$ cat src/rtl/nco_pkg.sv
package nco_pkg;
  localparam int ACC_BITS = 20;
  localparam int INC_BITS = 16;
  localparam int BYTE_W   = 8;
  localparam int LANES    = (ACC_BITS + BYTE_W - 1) / BYTE_W;
  localparam int ADDR_W   = 3;

  typedef enum logic [ADDR_W-1:0] {
    A_CTRL = 3'd0,
    A_ACC0 = 3'd1,
    A_ACC1 = 3'd2,
    A_ACC2 = 3'd3,
    A_INCL = 3'd4,
    A_INCH = 3'd5,
    A_FLAG = 3'd6
  } reg_addr_e;

  // phase plus step, with the carry kept in the top bit
  function automatic logic [ACC_BITS:0] acc_step(input logic [ACC_BITS-1:0] a,
                                                 input logic [INC_BITS-1:0] inc);
    return {1'b0, a} + {{(ACC_BITS + 1 - INC_BITS){1'b0}}, inc};
  endfunction

  // replace one byte lane of the phase; bits beyond the phase width are dropped
  function automatic logic [ACC_BITS-1:0] lane_merge(input logic [ACC_BITS-1:0] a,
                                                     input int lane,
                                                     input logic [BYTE_W-1:0] d);
    logic [ACC_BITS-1:0] r;
    r = a;
    for (int b = 0; b < BYTE_W; b++)
      if (lane * BYTE_W + b < ACC_BITS) r[lane * BYTE_W + b] = d[b];
    return r;
  endfunction

  function automatic logic [BYTE_W-1:0] lane_read(input logic [ACC_BITS-1:0] a,
                                                  input int lane);
    logic [BYTE_W-1:0] r;
    r = '0;
    for (int b = 0; b < BYTE_W; b++)
      if (lane * BYTE_W + b < ACC_BITS) r[b] = a[lane * BYTE_W + b];
    return r;
  endfunction
endpackage

$ cat src/rtl/nco_ctrl_regs.sv
module nco_ctrl_regs
  import nco_pkg::*;
(
  input  logic                clk,
  input  logic                rst_n,
  input  logic                wr_en,
  input  logic [ADDR_W-1:0]   addr,
  input  logic [BYTE_W-1:0]   wr_data,
  output logic                en,
  output logic                pin_en,
  output logic                pol,
  output logic [INC_BITS-1:0] inc,
  output logic                flag_clr,
  output logic [LANES-1:0]    lane_wr
);
  logic [BYTE_W-1:0] inc_hi_stage;
  logic              inc_lo_wr;
  logic              inc_hi_wr;
  logic              ctrl_wr;

  assign ctrl_wr   = wr_en && (addr == A_CTRL);
  assign inc_lo_wr = wr_en && (addr == A_INCL);
  assign inc_hi_wr = wr_en && (addr == A_INCH);
  assign flag_clr  = wr_en && (addr == A_FLAG) && !wr_data[0];

  for (genvar l = 0; l < LANES; l++) begin : g_lane_dec
    assign lane_wr[l] = wr_en && (addr == ADDR_W'(int'(A_ACC0) + l));
  end

  always_ff @(posedge clk or negedge rst_n) begin
    if (!rst_n) begin
      en     <= 1'b0;
      pin_en <= 1'b0;
      pol    <= 1'b0;
    end else if (ctrl_wr) begin
      en     <= wr_data[7];
      pin_en <= wr_data[6];
      pol    <= wr_data[4];
    end
  end

  always_ff @(posedge clk or negedge rst_n) begin
    if (!rst_n) begin
      inc_hi_stage <= '0;
      inc          <= '0;
    end else begin
      if (inc_hi_wr) inc_hi_stage <= wr_data;
      if (inc_lo_wr) inc          <= {inc_hi_stage, wr_data};
    end
  end

  // a low-byte write commits the staged high byte with it
  assert_commit_R5: assert property (@(posedge clk) disable iff (!rst_n)
    inc_lo_wr |=> inc == {$past(inc_hi_stage), $past(wr_data)});
  // a high-byte write alone leaves the step in use unchanged
  assert_staged_R5: assert property (@(posedge clk) disable iff (!rst_n)
    inc_hi_wr |=> $stable(inc));
endmodule

$ cat src/rtl/nco_phase_acc.sv
module nco_phase_acc
  import nco_pkg::*;
(
  input  logic                clk,
  input  logic                rst_n,
  input  logic                en,
  input  logic [INC_BITS-1:0] inc,
  input  logic [LANES-1:0]    lane_wr,
  input  logic [BYTE_W-1:0]   wr_data,
  output logic [ACC_BITS-1:0] acc,
  output logic                ovf_evt
);
  logic [ACC_BITS:0]   sum;
  logic [ACC_BITS-1:0] acc_d;
  logic                any_lane_wr;
  logic                stepping;

  assign sum         = acc_step(acc, inc);
  assign any_lane_wr = |lane_wr;
  assign stepping    = en && !any_lane_wr;
  assign ovf_evt     = stepping && sum[ACC_BITS];

  always_comb begin
    acc_d = acc;
    for (int l = 0; l < LANES; l++)
      if (lane_wr[l]) acc_d = lane_merge(acc_d, l, wr_data);
    if (stepping) acc_d = sum[ACC_BITS-1:0];
  end

  always_ff @(posedge clk or negedge rst_n) begin
    if (!rst_n) acc <= '0;
    else        acc <= acc_d;
  end

  // a disabled oscillator without byte writes keeps its phase
  assert_hold_R7: assert property (@(posedge clk) disable iff (!rst_n)
    (!en && !any_lane_wr) |=> $stable(acc));
  // no carry events while disabled
  assert_no_evt_R7: assert property (@(posedge clk) disable iff (!rst_n)
    !en |-> !ovf_evt);
  // without a carry the phase never moves backwards
  assert_monotone_R2: assert property (@(posedge clk) disable iff (!rst_n)
    (stepping && !ovf_evt) |=> acc >= $past(acc));
  // a carry leaves a wrapped remainder below the old phase
  assert_wrap_R3: assert property (@(posedge clk) disable iff (!rst_n)
    ovf_evt |=> acc < $past(acc));
endmodule

$ cat src/rtl/nco_wave_gen.sv
module nco_wave_gen (
  input  logic clk,
  input  logic rst_n,
  input  logic en,
  input  logic pol,
  input  logic pin_en,
  input  logic ovf_evt,
  input  logic flag_clr,
  output logic level,
  output logic pin_out,
  output logic flag
);
  logic tog;

  always_ff @(posedge clk or negedge rst_n) begin
    if (!rst_n)       tog <= 1'b0;
    else if (!en)     tog <= 1'b0;
    else if (ovf_evt) tog <= ~tog;
  end

  always_ff @(posedge clk or negedge rst_n) begin
    if (!rst_n)        flag <= 1'b0;
    else if (ovf_evt)  flag <= 1'b1;
    else if (flag_clr) flag <= 1'b0;
  end

  assign level   = tog ^ pol;
  assign pin_out = pin_en & level;

  // every carry flips the toggle on the next edge
  assert_flip_R3: assert property (@(posedge clk) disable iff (!rst_n)
    (en && ovf_evt) |=> tog != $past(tog));
  // a carry always leaves the wrap flag set, clear request or not
  assert_flag_set_R4: assert property (@(posedge clk) disable iff (!rst_n)
    ovf_evt |=> flag);
  // a disabled cycle parks the toggle at its inactive state
  assert_park_R7: assert property (@(posedge clk) disable iff (!rst_n)
    !en |=> !tog);
  // without a carry or clear the flag keeps its value
  assert_flag_keep_R4: assert property (@(posedge clk) disable iff (!rst_n)
    (!ovf_evt && !flag_clr) |=> $stable(flag));
endmodule

$ cat src/rtl/nco_fixed_duty.sv
module nco_fixed_duty
  import nco_pkg::*;
(
  input  logic              clk,
  input  logic              rst_n,
  input  logic              wr_en,
  input  logic [ADDR_W-1:0] addr,
  input  logic [BYTE_W-1:0] wr_data,
  output logic [BYTE_W-1:0] rd_data,
  output logic              pin_out,
  output logic              pin_oe,
  output logic              ovf_flag
);
  logic                en;
  logic                pin_en;
  logic                pol;
  logic [INC_BITS-1:0] inc;
  logic                flag_clr;
  logic [LANES-1:0]    lane_wr;
  logic [ACC_BITS-1:0] acc;
  logic                ovf_evt;
  logic                level;

  nco_ctrl_regs i_regs (
    .clk      (clk),
    .rst_n    (rst_n),
    .wr_en    (wr_en),
    .addr     (addr),
    .wr_data  (wr_data),
    .en       (en),
    .pin_en   (pin_en),
    .pol      (pol),
    .inc      (inc),
    .flag_clr (flag_clr),
    .lane_wr  (lane_wr)
  );

  nco_phase_acc i_acc (
    .clk     (clk),
    .rst_n   (rst_n),
    .en      (en),
    .inc     (inc),
    .lane_wr (lane_wr),
    .wr_data (wr_data),
    .acc     (acc),
    .ovf_evt (ovf_evt)
  );

  nco_wave_gen i_wave (
    .clk      (clk),
    .rst_n    (rst_n),
    .en       (en),
    .pol      (pol),
    .pin_en   (pin_en),
    .ovf_evt  (ovf_evt),
    .flag_clr (flag_clr),
    .level    (level),
    .pin_out  (pin_out),
    .flag     (ovf_flag)
  );

  assign pin_oe = pin_en;

  always_comb begin
    unique case (addr)
      A_CTRL:  rd_data = {en, pin_en, level, pol, 4'b0000};
      A_ACC0:  rd_data = lane_read(acc, 0);
      A_ACC1:  rd_data = lane_read(acc, 1);
      A_ACC2:  rd_data = lane_read(acc, 2);
      A_INCL:  rd_data = inc[BYTE_W-1:0];
      A_INCH:  rd_data = inc[INC_BITS-1:BYTE_W];
      A_FLAG:  rd_data = {7'b0, ovf_flag};
      default: rd_data = '0;
    endcase
  end

  // the pin follows the output level while driven and is low otherwise
  assert_pin_R8: assert property (@(posedge clk) disable iff (!rst_n)
    pin_out == (pin_oe && rd_data_level()));
  // the reserved control bits never read as 1
  assert_ctrl_rsvd_R10: assert property (@(posedge clk) disable iff (!rst_n)
    (addr == A_CTRL) |-> rd_data[3:0] == 4'b0000);

  function automatic logic rd_data_level();
    return level;
  endfunction
endmodule

$ cat config.mk
export PLATFORM = sky130hd
export DESIGN_NAME = nco_fixed_duty
export DESIGN_NICKNAME = d
export VERILOG_FILES = /design/src/rtl/nco_pkg.sv /design/src/rtl/nco_ctrl_regs.sv /design/src/rtl/nco_phase_acc.sv /design/src/rtl/nco_wave_gen.sv /design/src/rtl/nco_fixed_duty.sv
export SDC_FILE = /design/constraint.sdc
export NUM_CORES = 1
export LEC_CHECK = 0
export BUFFER_PORTS_ARGS = -buffer_cell sky130_fd_sc_hd__buf_2
export CAP_MARGIN = 25
export CORE_AREA = 2 2 84 86
export CTS_BUF_LIST = sky130_fd_sc_hd__clkbuf_8
export DETAILED_ROUTE_END_ITERATION = 10
export DIE_AREA = 0 0 86 88
export PLACE_DENSITY = 0.66
export SLEW_MARGIN = 20
export SYNTH_ARGS = -nofsm -noshare
export SYNTH_HDL_FRONTEND = slang
export SYNTH_SLANG_ARGS = --single-unit
$ cat constraint.sdc
create_clock -name clk -period 3.1 [get_ports clk]
set_input_delay 0.62 -clock clk [delete_from_list [all_inputs] [get_ports clk]]
set_output_delay 0.62 -clock clk [all_outputs]
set_load 0.01 [all_outputs]
==> results.txt, run 1 <==
----------------------------------------------------
[Yosys]
  Most used DFF post-synth ... sky130_fd_sc_hd__dfrtp_1
  Number of warnings issued by yosys ... 0
  Area of the mapped netlist ... 0.00321 sq mm
  Number of nets in the synthesized netlist ... 358
  Cell types occupying the most area after synthesis ... sky130_fd_sc_hd__dfrtp_1 (38%), sky130_fd_sc_hd__mux2_2 (9.8%), sky130_fd_sc_hd__ha_1 (6.2%)
  Top cell type's share of synthesized area ... 38.2%
  Post-synth top area cell ... sky130_fd_sc_hd__dfrtp_1
  Share of synthesized area occupied by flip-flops and latches ... 38.2%
  Fraction of registers with async set or reset after synthesis ... 100%
  Number of flops mapped to enable cells by yosys ... 0
  Instance count of the mapped netlist ... 327
  Synthesized flop and latch total ... slightly below 50
  Post-synthesis average cell area ... 9.81 sq um
  Netlist cell types ... 52

[CTS]
  H-tree Lvls ... 2
  Hold Buf Count CTS ... 0
  Post-CTS setup-driven buffer insertion count ... 0
  Clock tree from TritonCTS ... done
  Number of clock sinks seen by CTS ... 49
  Clock tree root buffer cell ... sky130_fd_sc_hd__clkbuf_8
  Num CTS Buffers ... 5
  Clock slew at the register clock pins of the worst setup and hold paths ... 0.09 ns
  Number of gates given a new drive strength after cts ... 0
  Maximum buffer depth of the clock tree ... 2
  Clock network latency to the later pin of the worst-skew pair ... about 0.31 ns

[Timing]
  Setup Viol. Count Final ... 0
  Smallest hold slack ... 0.306 ns
  Remaining max-slew budget at the tightest pin ... 60.5%
  Unrepaired setup endpoints after global routing ... false
  Final clock skew ... approximately 0.0051 ns
  Least-Margin Pin Slew ... 0.592 ns
  Hold violation total from the final report ... 0
  Post-route clock period utilization ... 84.4%
  Maximum clock frequency ... 382 MHz
  Final critical path time including I/O delays and setup ... about 2.6 ns
  Slew Limit Fails ... 0
  Total negative slack ... 0 ns

[Worst setup path]
  Type of the worst setup path ... reg2reg
  Path depth of the worst reg2reg path ... 10
  Type of origin of the critical path ... register
  Setup slack on the worst flop-to-flop path ... ~0.48 ns
  Critical register-to-register path endpoint ... i_wave.tog$_DFFE_PN0P_
  Startpoint of the most critical register-to-register path ... i_regs.inc[0]$_DFFE_PN0P_
  Worst EP arrival ... 2.80 ns
  Data required time of the critical path ... 3.29 ns
  Crit end category ... register
  Maximum fanout along the worst path ... 4

[Power]
  Fraction of power consumed by the clock network ... between 10% and 20%
  Leak pwr ... about 1.6 nW
  Worst ir drop on vdd ... 0.324 mV
  Portion of total power attributed to combinational logic ... 52.0%
  Power per Cell Area ... 925 mW/mm^2
  Design internal power ... about 0.0019 W
  Power after layout ... ~0.0033 W
  Sequential share of power ... 33.1%
  Switching power of the nets ... 0.00138 W
  Share of total power consumed by net switching ... 42.1%

[Finish]
  Commonest non-fill, non-tap cell in the layout ... sky130_fd_sc_hd__dfrtp_1
  Non-Filler Cell Area, Final ... 0.00354 sq mm
  Fraction of layout cells with a size suffix above 1 ... between 20% and 30%
  Commonest non-fill, non-tap cells in the layout ... sky130_fd_sc_hd__dfrtp_1 (49), sky130_fd_sc_hd__mux2_2 (28), sky130_fd_sc_hd__nor2_1 (27)
  Area added between synthesis and finish ... 10.5%
  Total number of nets in the final design ... 383
  Final core utilization ... 53.4%
  Antenna cell count ... 0

[Floorplan]
  Number of primary I/O pins ... 25
  Standard-cell rows ... 30
  Effective utilization at floorplan ... 48.3%
  Vert. Die Dim ... between 80 and 90 microns
  Total die area ... 0.00757 sq mm
  Die boundary width ... 86 microns
  Core Box Area ... 0.00664 sq mm

[Placement]
  Final estimated routing congestion in global placement ... 0.910
  Count of buffers from port buffering ... 24
  HPWL after detailed placement ... 6.37 mm
  DP Area ... 0.00342 sq mm

[Job]
  Maximum capacitance violations ... 0

[Routing]
  Routed wire length ... 8.31 mm
  Number of iterations in the first detailed-routing pass ... 4
  Post-route DRC violation count ... 0
  Remaining antenna violation count after routing ... 0
  Number of violations reported at the end of detailed-routing iteration 0 ... 221
  Number of vias per cell ... 6.16
  Wirelength per Cell ... 19.2 microns
  Number of vias after detailed routing ... ~2700

[Outcome]
  Result of the run ... complete, no violations

[Global routing]
  Overall Global Routing Usage ... 24.1%
  Total global routing overflow ... 0
  Antenna violations before repair ... 0
  Vias in the first global route ... 2753
  Wire length of the first global-routing pass ... 14.0 mm
  Pin count of the biggest net entering global routing ... 26

[Hold path]
  Path class of the lowest-slack min-delay path ... in2async

----------------------------------------------------
metrics by stage:
step                      instances  worst slack, ns
after floorplan                 327            0.813
after global placement          425            0.651
after detailed placement        425            0.548
after CTS                       433            0.525
after global routing            433            0.340
final                           433            0.483
Yosys cell counts, drive strengths merged, types with 3 or more instances:
cell type,count
a2111oi,4
a211oi,4
a21o,7
a21oi,19
a221o,4
a221oi,3
a22oi,9
a31oi,5
and3,3
buf,8
clkbuf,5
dfrtp,49
ha,16
inv,11
mux2,28
mux2i,8
mux4,4
nand2,23
nand2b,3
nand3,8
nor2,28
nor2b,6
nor3,8
o211ai,3
o21a,3
o21ai,26
o31ai,3
xnor2,8
xor2,4
power by group through the flow:
stage	Combinational (W)	Clock, W	Sequential (W)
final	0.00171	0.000490	0.00108
after global routing	0.00192	0.000533	0.00111
after CTS	0.00169	0.000499	0.00108
after detailed placement	0.00168	0	0.00109
after global placement	0.00166	0	0.00109
after floorplan	0.00133	0	0.00101
flip-flops by register name (all words and copies together), names as in the netlist:
name / count
i_acc.acc: 20
i_regs.en: 1
i_regs.inc: 16
i_regs.inc_hi_stage: 8
i_regs.pin_en: 1
i_regs.pol: 1
i_wave.flag: 1
i_wave.tog: 1
how the worst max path moves through the flow:
stage                                          from                      to  slack (ns)  depth (start not counted)
after global placement                      addr[2]              rd_data[5]        0.65                          6
final                     i_regs.inc[0]$_DFFE_PN0P_  i_wave.tog$_DFFE_PN0P_        0.48                         10
after detailed placement   i_acc.acc[0]$_DFFE_PN0P_  i_wave.tog$_DFFE_PN0P_        0.55                         10
after floorplan                             addr[0]              rd_data[0]        0.81                          6
after CTS                  i_acc.acc[0]$_DFFE_PN0P_  i_wave.tog$_DFFE_PN0P_        0.52                         10
after global routing       i_acc.acc[0]$_DFFE_PN0P_  i_wave.tog$_DFFE_PN0P_        0.34                         10
logic make-up after synthesis:
| kind of cell | count (synthesis) | synth area share, % |
|---|---|---|
| AO/OA/AOI/OAI | 97 | 20.3 |
| AND/OR/NAND/NOR | 88 | 13.1 |
| flip-flops | 49 | 38.2 |
| multiplexers | 40 | 15.1 |
| buffers and inverters | 24 | 3.04 |
| adder cells (fa/ha/maj) | 17 | 6.86 |
| XOR/XNOR | 12 | 3.28 |
worst max-delay path: stages (launching register included):
cell	delay, ns
sky130_fd_sc_hd__dfrtp_1	0.38
sky130_fd_sc_hd__ha_1	0.22
sky130_fd_sc_hd__inv_1	0.07
sky130_fd_sc_hd__fa_1	0.37
sky130_fd_sc_hd__nor2b_1	0.25
sky130_fd_sc_hd__o31ai_2	0.10
sky130_fd_sc_hd__a211oi_1	0.30
sky130_fd_sc_hd__or3_4	0.22
sky130_fd_sc_hd__o21ai_2	0.09
sky130_fd_sc_hd__or3_1	0.35
sky130_fd_sc_hd__mux2i_1	0.14
metal layers:
metal  routed length (microns)  part of all wire (%)  GRT usage, %  up-vias
met5                         0                     0             0        -
met4                       108                   1.3          7.79        0
met3                       373                   4.5          4.34       11
met2                      3960                    48          37.8       63
met1                      3870                    47          33.9     1316
li1                          -                     -             -     1278
cell type report:
| class | count | area [sq um] |
|---|---|---|
| fillers | 624 | 3100 |
| well taps | 80 | 100 |
| flip-flops and latches | 49 | 1230 |
| inverters | 11 | 41.3 |
| repair buffers | 31 | 173 |
| clock inverters | 2 | 37.5 |
| clock buffers | 6 | 82.6 |
| multi-input cells | 254 | 1880 |
(Power assumes the default switching activity.)
==> inputs of run 2 (changes only) <==
clock period = 2.7 ns   (was 3.1 ns; I/O delays follow)
==> run 2 against run 1 <==
- first-iteration DRC count increased by 0.90%
- hold slack got worse by 0.16 ns
- largest power group unchanged
- final area increased by 0.35%
- clock power fell by 13%
- highest routed layer unchanged
- register-to-register slack worse by 0.29 ns
- sequential power increased by 15%
- total power grew 11%
- via count increased by 1.9%
- largest cell class unchanged
- critical path depth unchanged
- final cell count grew 1.2%
- clock skew is 0.0033 ns higher
- wire length grew 1.6%
==> results.txt, run 2 (synthesis results as in run 1) <==
----------------------------------------------------
[Outcome]
  Result of the run ... complete, no violations

[Worst setup path]
  Path depth of the worst reg2reg path ... 10
  Critical register-to-register path endpoint ... i_wave.tog$_DFFE_PN0P_
  Launch point of the worst path ... i_acc.acc[0]$_DFFE_PN0P_
  Type of the worst setup path ... reg2reg
  Maximum fanout along the worst path ... 4
  Crit end category ... register
  Setup crit end ... i_wave.tog$_DFFE_PN0P_
  Data required time of the critical path ... 2.89 ns
  Type of origin of the critical path ... register
  Startpoint of the most critical register-to-register path ... i_acc.acc[0]$_DFFE_PN0P_
  Worst EP arrival ... about 2.7 ns
  Setup slack on the worst flop-to-flop path ... 0.20 ns

[Global routing]
  Pin count of the biggest net entering global routing ... 20
  Wire length of the first global-routing pass ... 14.0 mm
  Antenna violations before repair ... 0
  Overall Global Routing Usage ... 24.1%
  Total global routing overflow ... 0
  Vias in the first global route ... 2626

[CTS]
  Maximum buffer depth of the clock tree ... 2
  Number of gates given a new drive strength after cts ... 0
  Clock tree root buffer cell ... sky130_fd_sc_hd__clkbuf_8
  Clock tree from TritonCTS ... done
  Number of clock sinks seen by CTS ... 49
  Hold Buf Count CTS ... 0
  Clock slew at the register clock pins of the worst setup and hold paths ... approximately 0.09 ns
  H-tree Lvls ... 2
  Clock network latency to the later pin of the worst-skew pair ... 0.31 ns
  Post-CTS setup-driven buffer insertion count ... 0
  Num CTS Buffers ... 5

[Hold path]
  Path class of the lowest-slack min-delay path ... in2async

[Timing]
  Unrepaired setup endpoints after global routing ... false
  Maximum clock frequency ... 399 MHz
  Hold violation total from the final report ... 0
  Post-route clock period utilization ... 92.8%
  Final critical path time including I/O delays and setup ... roughly 2.5 ns
  Final worst setup slack ... 0.195 ns
  Remaining max-slew budget at the tightest pin ... 55.6%
  Setup Viol. Count Final ... 0
  Total negative slack ... 0 ns
  Least-Margin Pin Slew ... 0.662 ns
  Slew Limit Fails ... 0
  Final clock skew ... 0.00842 ns

[Routing]
  Wirelength per Cell ... 19.3 microns
  Number of vias per cell ... 6.21
  Post-route DRC violation count ... 0
  Number of iterations in the first detailed-routing pass ... 5
  Routed wire length ... 8.44 mm
  Number of vias after detailed routing ... approximately 2700
  Remaining antenna violation count after routing ... 0
  Number of violations reported at the end of detailed-routing iteration 0 ... 223

[Finish]
  Register name with the most flops ... i_acc.acc
  Non-Filler Cell Area, Final ... about 0.0036 sq mm
  Area added between synthesis and finish ... 10.9%
  Total number of nets in the final design ... 388
  Antenna cell count ... 0
  Top flop regs ... i_acc.acc x20, i_regs.inc x16, i_regs.inc_hi_stage x8
  Fraction of layout cells with a size suffix above 1 ... 23.7%
  Fillcell total ... 615
  Flip-flop count of the largest register after layout ... 20
  Commonest non-fill, non-tap cells in the layout ... sky130_fd_sc_hd__dfrtp_1 (49), sky130_fd_sc_hd__mux2_2 (28), sky130_fd_sc_hd__nor2_1 (27)
  Commonest non-fill, non-tap cell in the layout ... sky130_fd_sc_hd__dfrtp_1
  Final core utilization ... roughly 54%

[Power]
  Leak pwr ... 1.59 nW
  Power after layout ... 0.00365 W
  Power per Cell Area ... 1030 mW/mm^2
  Worst ir drop on vdd ... 0.423 mV

[Placement]
  Final estimated routing congestion in global placement ... about 0.93
  Count of buffers from port buffering ... 24
  Placement Setup Slack ... approximately 0.20 ns
  HPWL after detailed placement ... 6.54 mm
  DP Area ... 0.00346 sq mm

[Floorplan]
  Effective utilization at floorplan ... slightly below 50%
  Die boundary width ... roughly 86 microns
  Standard-cell rows ... 30
  Number of primary I/O pins ... 25
  Vert. Die Dim ... 88 microns
  Total die area ... 0.00757 sq mm
  Core Box Area ... approximately 0.0066 sq mm

[Job]
  Maximum capacitance violations ... 0

----------------------------------------------------
run 2: changes by cell type in the layout (fill, tap and decap cells not counted), sizes merged:
cell | before | now
bufinv | 1 | 0
clkbuf | 6 | 5
inv | 11 | 12
buf | 31 | 36
clkinvlp | 1 | 2
run 2: per-layer routing:
metal  vias up  wire [microns]  global-route usage [%]
met2        81            4010                    39.7
li1       1278               -                       -
met1      1353            3850                    33.6
met4         0              97                    5.34
met5         -               0                       0
met3         8             486                    3.86
run 2: stage by stage:
stage	hold slack, ns	cells
floorplan	0.244	327
global placement	0.480	430
detailed placement	0.491	430
CTS	0.160	438
global route	0.171	438
finish	0.151	438
run 2: report_power, final:
part           switching, W  leakage, nW  internal (W)  total, W
Sequential         0.000248        0.594      0.000989   0.00124
Combinational       0.00109        0.957      0.000903   0.00199
Clock              0.000248       0.0416      0.000179  0.000427
run 2: worst max-delay path: stages, from the launching register on:
cell and delay [ns]:
sky130_fd_sc_hd__dfrtp_1 0.38, sky130_fd_sc_hd__ha_1 0.20, sky130_fd_sc_hd__inv_1 0.06, sky130_fd_sc_hd__fa_1 0.38
sky130_fd_sc_hd__nor2b_1 0.23, sky130_fd_sc_hd__o31ai_2 0.10, sky130_fd_sc_hd__a211oi_1 0.25, sky130_fd_sc_hd__or3_4 0.21
sky130_fd_sc_hd__o21ai_2 0.09, sky130_fd_sc_hd__or3_1 0.36, sky130_fd_sc_hd__mux2i_1 0.13
run 2: cell type report:
type | count | area (sq um) | area share [%]
Timing Repair Buffer | 36 | 210 | 5.91
Clock inverter | 3 | 18.8 | 0.528
Inverter | 11 | 41.3 | 1.16
Sequential cell | 49 | 1230 | 34.5
Multi-Input combinational cell | 254 | 1890 | 53.2
Clock buffer | 5 | 68.8 | 1.93
Tap cell | 80 | 100 | 2.81
run 2: worst min path at each step:
| stage | startpoint | end | slack, ns | cells past startpoint |
|---|---|---|---|---|
| after floorplan | rst_n | i_acc.acc[0]$_DFFE_PN0P_ | 0.24 | 0 |
| after global placement | i_regs.inc_hi_stage[5]$_DFFE_PN0P_ | i_regs.inc[13]$_DFFE_PN0P_ | 0.48 | 1 |
| after detailed placement | i_regs.inc_hi_stage[4]$_DFFE_PN0P_ | i_regs.inc_hi_stage[4]$_DFFE_PN0P_ | 0.49 | 1 |
| after CTS | rst_n | i_regs.inc[1]$_DFFE_PN0P_ | 0.16 | 1 |
| after global routing | rst_n | i_regs.inc[1]$_DFFE_PN0P_ | 0.17 | 1 |
| final | rst_n | i_regs.inc_hi_stage[0]$_DFFE_PN0P_ | 0.15 | 1 |
